### config.mk
export PLATFORM = sky130hd
export DESIGN_NAME = wdog_period_extender
export DESIGN_NICKNAME = d
export VERILOG_FILES = /design/src/rtl/wpx_pkg.sv /design/src/rtl/wpx_edge_det.sv /design/src/rtl/wpx_mode_ctl.sv /design/src/rtl/wpx_core_ctr.sv /design/src/rtl/wdog_period_extender.sv
export SDC_FILE = /design/constraint.sdc
export NUM_CORES = 1
export LEC_CHECK = 0
export ABC_CLOCK_PERIOD_IN_PS = 5540
export BUFFER_PORTS_ARGS = -buffer_cell sky130_fd_sc_hd__clkbuf_2
export CORE_AREA = 2 2 195 101
export CTS_CLUSTER_DIAMETER = 200
export DETAILED_ROUTE_END_ITERATION = 16
export DIE_AREA = 0 0 197 103
export PLACE_DENSITY = 0.41
export SETUP_SLACK_MARGIN = 0.02
export SYNTH_ARGS = -nofsm -noshare
export SYNTH_HDL_FRONTEND = slang
export SYNTH_SLANG_ARGS = --single-unit
### constraint.sdc
create_clock -name clk -period 5.54 [get_ports clk]
set_input_delay 0.277 -clock clk [delete_from_list [all_inputs] [get_ports clk]]
set_output_delay 0.277 -clock clk [all_outputs]
set_load 0.01 [all_outputs]
### src/rtl/wpx_pkg.sv
package wpx_pkg;
  typedef enum logic [1:0] {
    ACT_IDLE   = 2'd0,
    ACT_RELOAD = 2'd1,
    ACT_SERVE  = 2'd2,
    ACT_EXPIRE = 2'd3
  } wpx_act_e;

  localparam int unsigned ESCALATION_PERIODS = 2;
endpackage

### src/rtl/wpx_edge_det.sv
module wpx_edge_det #(
  parameter int unsigned NUM_CORES = 4
) (
  input  logic                 clk,
  input  logic                 rst,
  input  logic [NUM_CORES-1:0] lvl_i,
  output logic [NUM_CORES-1:0] rise_o
);
  logic [NUM_CORES-1:0] lvl_d;

  always_ff @(posedge clk) begin
    if (rst) lvl_d <= '0;
    else     lvl_d <= lvl_i;
  end

  genvar g;
  generate
    for (g = 0; g < NUM_CORES; g++) begin : g_rise
      assign rise_o[g] = lvl_i[g] & ~lvl_d[g];


      single_rise_chk: assert property (@(posedge clk) disable iff (rst)
        rise_o[g] |=> !rise_o[g]);
    end
  endgenerate
endmodule

### src/rtl/wpx_mode_ctl.sv
module wpx_mode_ctl #(
  parameter int unsigned CNT_W = 16
) (
  input  logic             clk,
  input  logic             rst,
  input  logic             ping_i,
  input  logic             start_i,
  input  logic             stop_i,
  input  logic [CNT_W-1:0] periods_i,
  output logic             mode_o,
  output logic             ping_all_o,
  output logic             ping_mode_o,
  output logic [CNT_W-1:0] reload_o
);
  import wpx_pkg::*;

  localparam logic [CNT_W-1:0] ESC = CNT_W'(ESCALATION_PERIODS);

  logic mode_q;

  always_ff @(posedge clk) begin
    if (rst)          mode_q <= 1'b0;
    else if (stop_i)  mode_q <= 1'b0;
    else if (start_i) mode_q <= 1'b1;
  end

  always_comb begin
    reload_o    = (periods_i > ESC) ? (periods_i - ESC) : '0;
    ping_all_o  = ping_i | start_i | stop_i;
    ping_mode_o = stop_i ? 1'b0 : mode_q;
    mode_o      = mode_q;
  end


  stop_clears_chk: assert property (@(posedge clk) disable iff (rst)
    stop_i |=> !mode_q);

  start_sets_chk: assert property (@(posedge clk) disable iff (rst)
    (start_i && !stop_i) |=> mode_q);
endmodule

### src/rtl/wpx_core_ctr.sv
module wpx_core_ctr #(
  parameter int unsigned CNT_W = 16
) (
  input  logic             clk,
  input  logic             rst,
  input  logic             rise_i,
  input  logic             mode_i,
  input  logic             ping_i,
  input  logic             ping_mode_i,
  input  logic [CNT_W-1:0] reload_i,
  output logic             poke_o,
  output logic             mask_o
);
  import wpx_pkg::*;

  logic [CNT_W-1:0] cnt_q;
  logic             mask_q;
  logic             poke_q;
  wpx_act_e         act;

  always_comb begin
    if (ping_i)                 act = ACT_RELOAD;
    else if (rise_i && !mask_q) act = (!mode_i || cnt_q != '0) ? ACT_SERVE : ACT_EXPIRE;
    else                        act = ACT_IDLE;
  end

  always_ff @(posedge clk) begin
    if (rst) begin
      cnt_q  <= '0;
      mask_q <= 1'b0;
      poke_q <= 1'b0;
    end else begin
      poke_q <= 1'b0;
      unique case (act)
        ACT_RELOAD: begin
          poke_q <= 1'b1;
          cnt_q  <= reload_i;
          if (reload_i != '0 || !ping_mode_i) mask_q <= 1'b0;
        end
        ACT_SERVE: begin
          poke_q <= 1'b1;
          if (mode_i) cnt_q <= cnt_q - 1'b1;
        end
        ACT_EXPIRE: mask_q <= 1'b1;
        default: ;
      endcase
    end
  end

  assign poke_o = poke_q;
  assign mask_o = mask_q;


  serve_dec_chk: assert property (@(posedge clk) disable iff (rst)
    (rise_i && !mask_q && mode_i && !ping_i && cnt_q != '0)
      |=> (poke_q && cnt_q == $past(cnt_q) - 1'b1));

  expire_mask_chk: assert property (@(posedge clk) disable iff (rst)
    (rise_i && !mask_q && mode_i && !ping_i && cnt_q == '0) |=> (!poke_q && mask_q));

  masked_quiet_chk: assert property (@(posedge clk) disable iff (rst)
    (mask_q && !ping_i) |=> !poke_q);

  free_run_chk: assert property (@(posedge clk) disable iff (rst)
    (rise_i && !mask_q && !mode_i && !ping_i) |=> (poke_q && $stable(cnt_q)));

  ping_reload_chk: assert property (@(posedge clk) disable iff (rst)
    ping_i |=> (poke_q && cnt_q == $past(reload_i)));
endmodule

### src/rtl/wdog_period_extender.sv
module wdog_period_extender #(
  parameter int unsigned NUM_CORES = 4,
  parameter int unsigned CNT_W     = 16
) (
  input  logic                 clk,
  input  logic                 rst,
  input  logic [NUM_CORES-1:0] wdt_irq_i,
  input  logic [CNT_W-1:0]     periods_i,
  input  logic                 ping_i,
  input  logic                 start_i,
  input  logic                 stop_i,
  output logic [NUM_CORES-1:0] poke_o,
  output logic [NUM_CORES-1:0] irq_mask_o,
  output logic                 cd_mode_o
);
  logic [NUM_CORES-1:0] rise;
  logic                 ping_all;
  logic                 ping_mode;
  logic                 mode;
  logic [CNT_W-1:0]     reload;

  wpx_edge_det #(.NUM_CORES(NUM_CORES)) u_edge (
    .clk   (clk),
    .rst   (rst),
    .lvl_i (wdt_irq_i),
    .rise_o(rise)
  );

  wpx_mode_ctl #(.CNT_W(CNT_W)) u_mode (
    .clk        (clk),
    .rst        (rst),
    .ping_i     (ping_i),
    .start_i    (start_i),
    .stop_i     (stop_i),
    .periods_i  (periods_i),
    .mode_o     (mode),
    .ping_all_o (ping_all),
    .ping_mode_o(ping_mode),
    .reload_o   (reload)
  );

  genvar g;
  generate
    for (g = 0; g < NUM_CORES; g++) begin : g_core
      wpx_core_ctr #(.CNT_W(CNT_W)) u_core (
        .clk        (clk),
        .rst        (rst),
        .rise_i     (rise[g]),
        .mode_i     (mode),
        .ping_i     (ping_all),
        .ping_mode_i(ping_mode),
        .reload_i   (reload),
        .poke_o     (poke_o[g]),
        .mask_o     (irq_mask_o[g])
      );
    end
  endgenerate

  assign cd_mode_o = mode;


  ping_all_poke_chk: assert property (@(posedge clk) disable iff (rst)
    ping_all |=> (poke_o == {NUM_CORES{1'b1}}));

  lone_poke_chk: assert property (@(posedge clk) disable iff (rst)
    (!ping_all && $onehot0(rise)) |=> $onehot0(poke_o));
endmodule

==> impl_metrics.toml, run 1 <==
[flow_run]
cap_violations = 0

[critical_path]
r2r-end = "g_core[0].u_core.cnt_q[7]"
path_cells = "inv_1 > ha_1 > or4b_2 > nor3_1 > nand2_1 > nor2_1 > nor2_1 > ha_1 > and2_1 > nor2_1 > a21oi_1 > o22ai_1 > a211oi_1"
r2r_slack_ns = 1.63
cp-endpoint = "g_core[0].u_core.cnt_q[7]"
cpMostUsedCell = "nor2_1"
slowest_stage = "or4b_2"
worstSetupStartpointType = "flop"
startpoint = "g_core[0].u_core.cnt_q[0]"
worst-setup-path-type = "reg2reg"
r2r-start = "g_core[0].u_core.cnt_q[0]"
cp.arrival_ns = 4.11
worstSetupEndpointType = "flop"
crit_fanout = 18
cp.required_ns = 5.73
r2r_cells = 13
cpPeakStageDelay_ns = 0.66

[clock_network]
cts-root-buf = "clkbuf_16"
cts.hold.buffers_added = 0
ctsHtreeMaxLevel = 3
cts.path.max_buffers = 2
cts_buffers = 9
cts_resized = 0
cts_tree = "yes"
clk_pin_slew_ns = 0.06
clock-sinks = 77
clock_latency_ns = 0.35
post_cts_buffers = 0

[power]
ir_worst_vdd_v = 0.000152
p_leak_uw = 0.00212
power_density_nw_per_um2 = 279
p_total_uw = 1580

[floorplanning]
dieArea_um2 = 20300
rows = 36
initial_core_util_pct = 26.3
die_width_um = 197
core_um2 = 18800
io_pins = 34
dieHeight_um = 103

[yosys]
synth_top_area_cell = "dfxtp_1"
yosysWarnings = 0
synth-edff-count = 0
synth_fp_nets = 708
mappedNetlistArea_um2 = 4960
yosysSeqAreaShare_pct = 31.1
ys_top_cells_by_area = "dfxtp_1, nor2_1, a21oi_1"
yosysTopAreaCellShare_pct = 31.1
synth_area_per_cell_um2 = 7.45
synthCells = 666
ys_async_sr_fraction_pct = 0
synth-main-ff-cell = "dfxtp_1"
synth_seq_cells = 77
synth_cell_types = 58

[worst_hold_path]
hold_class = "in2reg"
min_from = "stop_i"

[sta]
finalSetupViolCount = 0
finalHoldViolCount = 0
setup_ws_ns = 1.63
fin_setup_tns_ns = 0
max_slew_margin_pct = 24.2
timing.final.crit_share_pct = 70.6
period_needed_ns = 3.91
worst_pin_slew_ns = 1.12
skew_ns = 0.00804
fmax_ghz = 0.256
grt_setup_unrepaired = "false"
drv_slew = 0

[drt]
wl_mm = 16.3
dr_wl_met2_mm = 6.52
drt-wirelength-per-cell_um = 17.4
dr_wl_met3_um = 880
viasPerCell = 5.31
vias = 4949
drt_iter0_drc = 392
dr.pass1.iters = 6
m1WireLength_mm = 8.69
top_layer_used = "met4"
drtAntennaViolNets = 0
drcViolationCount = 0

[placed_design]
port_buffers = 33
dp_worst_setup_slack_ns = 1.69
place.gp.congestion = 0.816
dpl.hpwl_mm = 11.8

[layout]
mostFrequentLayoutCells = "nor2_1, dfxtp_1, nand2_1"
area_growth_pct = 14.2
drive_above_1_share_pct = 10.7
nets = 722
fill_cells = 2029
antenna_cells = 0
final_common_cell = "nor2_1"

[grt]
overflow = 0
antenna_found_initial = 0
grt.total_usage_pct = 16.7
grt_pass1_vias = 4436
grt_pass1_wl_mm = 25.5
grt_max_degree = 81

[run_status]
status = "finished, final reports clean"
[how the worst min path moves through the flow]
| stage | endpoint | slack [ns] | depth (start not counted) |
|---|---|---|---|
| CTS | u_mode.mode_o | 0.12 | 2 |
| detailed placement | g_core[2].u_core.cnt_q[3] | 0.47 | 2 |
| global route | u_mode.mode_o | 0.13 | 2 |
| floorplan | u_mode.mode_o | 0.36 | 1 |
| global placement | g_core[2].u_core.cnt_q[6] | 0.46 | 2 |
| finish | u_mode.mode_o | 0.13 | 2 |
[cells in the mapped netlist (13+ instances only)]
cell type	count
dfxtp_1	77
nand2_1	59
nor2_1	96
nor3_1	32
o21ai_0	44
inv_1	27
a211oi_1	13
a21oi_1	57
nor4_1	14
clkbuf_1	30
ha_1	17
nand3_1	15
[per-stage QoR]
step | hold WS [ns] | cells | utilization, % | instance area (um^2)
floorplan | 0.356 | 666 | - | 4960
global placement | 0.462 | 916 | 28.3 | 5330
detailed placement | 0.469 | 916 | 28.3 | 5330
CTS | 0.125 | 932 | 30.1 | 5660
global route | 0.132 | 932 | 30.1 | 5660
finish | 0.129 | 932 | 30.1 | 5660
[layer usage]
layer	track usage, %	up-vias
li1	-	2442
met1	25.0	2359
met2	24.0	136
met3	3.73	12
met4	3.64	0
met5	0	-
[flip-flops by register name, summed over array words and instances, names as in the netlist]
register and flops:
u_edge.lvl_d 4, g_core.u_core.mask_o 4, g_core.u_core.poke_o 4, g_core.u_core.cnt_q 64, u_mode.mode_o 1
[report_power, final]
| group | switching, uW | internal (uW) | leakage, uW |
|---|---|---|---|
| sequential | 39.6 | 595 | 0.000640 |
| clock | 252 | 419 | 0.000154 |
| combinational | 171 | 101 | 0.00132 |
[layout make-up]
class	count	area, um^2	share of cell area [%]
repair buffers	43	240	4.24
clock buffers	11	253	4.47
flip-flops and latches	77	1540	27.2
multi-input cells	522	3130	55.3
well taps	247	309	5.46
inverters	27	101	1.79
clock inverters	5	82.6	1.46
[cell families (layout without fill, tap and decap cells)]
logic type,Yosys count,after routing,share of synthesized area (%)
buf+inv,67,86,5.73
xor+xnor,21,21,3.71
simple gates,291,291,29.4
flops,77,77,31.1
compound gates,182,182,23.6
mux,11,11,2.25
fa+ha+maj,17,17,4.29
[worst max-delay path, delay by kind of cell, from the launching register on]
kind,cells,cell delay [ns]
buffers and inverters,1,0.06
flip-flops,1,0.33
adder cells (fa/ha/maj),2,0.65
AO/OA/AOI/OAI,3,0.32
AND/OR/NAND/NOR,7,2.39
No activity file was read; power rests on OpenSTA's default activity.
==> inputs of run 2 (changes only) <==
- ABC_CLOCK_PERIOD_IN_PS: 5540 -> 3500
- PLACE_DENSITY: 0.41 -> 0.42
- clock period: 5.54 -> 3.5 ns (I/O delays scaled with it)
==> run 2 against run 1 <==
Power is 49% higher. Setup slack worse by 1.5 ns. Critical path type unchanged. Register-to-register slack got worse by 1.5 ns. Via count increased by 1.4%. Highest routed layer unchanged.
==> impl_metrics.toml, run 2 (synthesis results as in run 1) <==
[drt]
drtAntennaViolNets = 0
drt_iter0_drc = 320
viasPerCell = 5.27
dr.pass1.iters = 5
drcViolationCount = 0
vias = 5019
wl_mm = 16.6
drt-wirelength-per-cell_um = 17.4

[floorplanning]
die_width_um = 197
initial_core_util_pct = 26.3
dieArea_um2 = 20300
core_um2 = 18800
rows = 36
io_pins = 34
dieHeight_um = 103

[critical_path]
path_cells = "inv_1 > ha_1 > or3b_2 > nor2_2 > nand2_1 > nor2_1 > nor2_1 > ha_1 > inv_2 > nand2_1 > nand2_4 > a21oi_1 > a2111oi_0"
worst-setup-path-type = "reg2reg"
slowest_stage = "or3b_2"
worstSetupEndpointType = "flop"
r2r_slack_ns = 0.16
r2r_cells = 13
cpPeakStageDelay_ns = 0.56
crit_fanout = 12
r2r-start = "g_core[2].u_core.cnt_q[0]"
cp.required_ns = 3.73
worstSetupStartpointType = "flop"
r2r-end = "g_core[2].u_core.cnt_q[7]"
cp.arrival_ns = 3.58

[layout]
final_cells = 952
fin_area_um2 = 5800
mostFrequentLayoutCells = "nor2_1, dfxtp_1, a21oi_1, nand2_1, o21ai_0"
largest_reg_flops = 64
drive_above_1_share_pct = 13.9
fin_util_pct = 30.8
area_growth_pct = 17.0
top_register = "g_core.u_core.cnt_q"
final_common_cell = "nor2_1"
antenna_cells = 0
nets = 744

[placed_design]
dpl_cell_area_um2 = 5520
dpl.hpwl_mm = 12.1
port_buffers = 33
placed_cells = 938
place.gp.congestion = 0.866

[run_status]
status = "finished, final reports clean"

[sta]
skew_ns = 0.00795
fmax_ghz = 0.299
drv_slew = 0
worst_pin_slew_ns = 0.967
finalHoldViolCount = 0
finalSetupViolCount = 0
fin_setup_tns_ns = 0
grt_setup_unrepaired = "true"
timing.final.crit_share_pct = 95.5
period_needed_ns = 3.34
max_slew_margin_pct = 35.5

[clock_network]
cts_buffers = 9
cts.hold.buffers_added = 0
clk_pin_slew_ns = 0.06
cts.path.max_buffers = 2
cts-root-buf = "clkbuf_16"
clock-sinks = 77
post_cts_buffers = 0
clock_latency_ns = 0.35
cts_tree = "yes"
ctsHtreeMaxLevel = 3

[flow_run]
cap_violations = 0

[worst_hold_path]
hold_end = "u_mode.mode_o"
hold_depth = 2
hold_class = "in2reg"
min_from = "stop_i"

[grt]
antenna_found_initial = 0
grt.total_usage_pct = 16.9
grt_pass1_vias = 4585
grt_pass1_wl_mm = 25.9
grt_max_degree = 80
overflow = 0

[power]
power_density_nw_per_um2 = 405
p_leak_uw = 0.00222
p_total_uw = 2350
ir_worst_vdd_v = 0.000260
[run 2: cell types whose count changed in the layout (fill, tap and decap cells not counted), sizes merged]
cell      change
buf          +22
clkinvlp      -3
bufinv        -2
clkinv        +2
clkbuf        +1
[run 2: layout make-up]
class                      instances  area [um^2]
fill                            2060        13000
multi-input combinational        522         3150
sequential                        77         1540
timing repair buffer              65          430
tap                              247          309
clock buffer                      12          256
inverter                          27          101
clock inverter                     2         10.0
[run 2: worst max-delay path by stage]
stage	slack, ns	from	depth (start not counted)	endpoint
after global placement	0.02	g_core[2].u_core.cnt_q[0]	13	g_core[2].u_core.cnt_q[7]
after floorplan	0.41	g_core[3].u_core.cnt_q[5]	12	g_core[3].u_core.cnt_q[9]
after CTS	0.05	g_core[2].u_core.cnt_q[0]	13	g_core[2].u_core.cnt_q[7]
final	0.16	g_core[2].u_core.cnt_q[0]	13	g_core[2].u_core.cnt_q[7]
after detailed placement	-0.03	g_core[2].u_core.cnt_q[0]	13	g_core[2].u_core.cnt_q[7]
after global routing	-0.02	g_core[2].u_core.cnt_q[1]	13	g_core[2].u_core.cnt_q[7]
[run 2: metrics by stage]
stage | worst slack, ns | hold slack, ns
floorplan | 0.407 | 0.254
global placement | 0.0224 | 0.388
detailed placement | -0.0336 | 0.404
CTS | 0.0470 | 0.0297
global route | -0.0173 | 0.0342
finish | 0.158 | 0.0362
[run 2: critical path, delay by kind of cell, from the launching register on]
family,cells,cell delay (ns)
fa+ha+maj,2,0.56
flops,1,0.34
compound gates,2,0.38
simple gates,7,1.65
buf+inv,2,0.28
[run 2: report_power, final]
group,switching [uW],internal [uW]
combinational,282,180
clock,375,509
sequential,63.8,942
total,720,1630
[run 2: routing by layer]
metal / part of all wire, % / wire (um) / vias up / GRT usage, %
met3: 4.9 / 806 / 22 / 4.55
met4: 1.2 / 204 / 0 / 3.82
li1: - / - / 2479 / -
met1: 54 / 8950 / 2408 / 25.0
met2: 40 / 6600 / 110 / 24.1
met5: 0 / 0 / - / 0
[run 2: repair_timing]
item                                    in CTS  in global routing
cloned                                       0                  0
endpoints found under the setup margin       1                 17
resized for setup                            1                  7
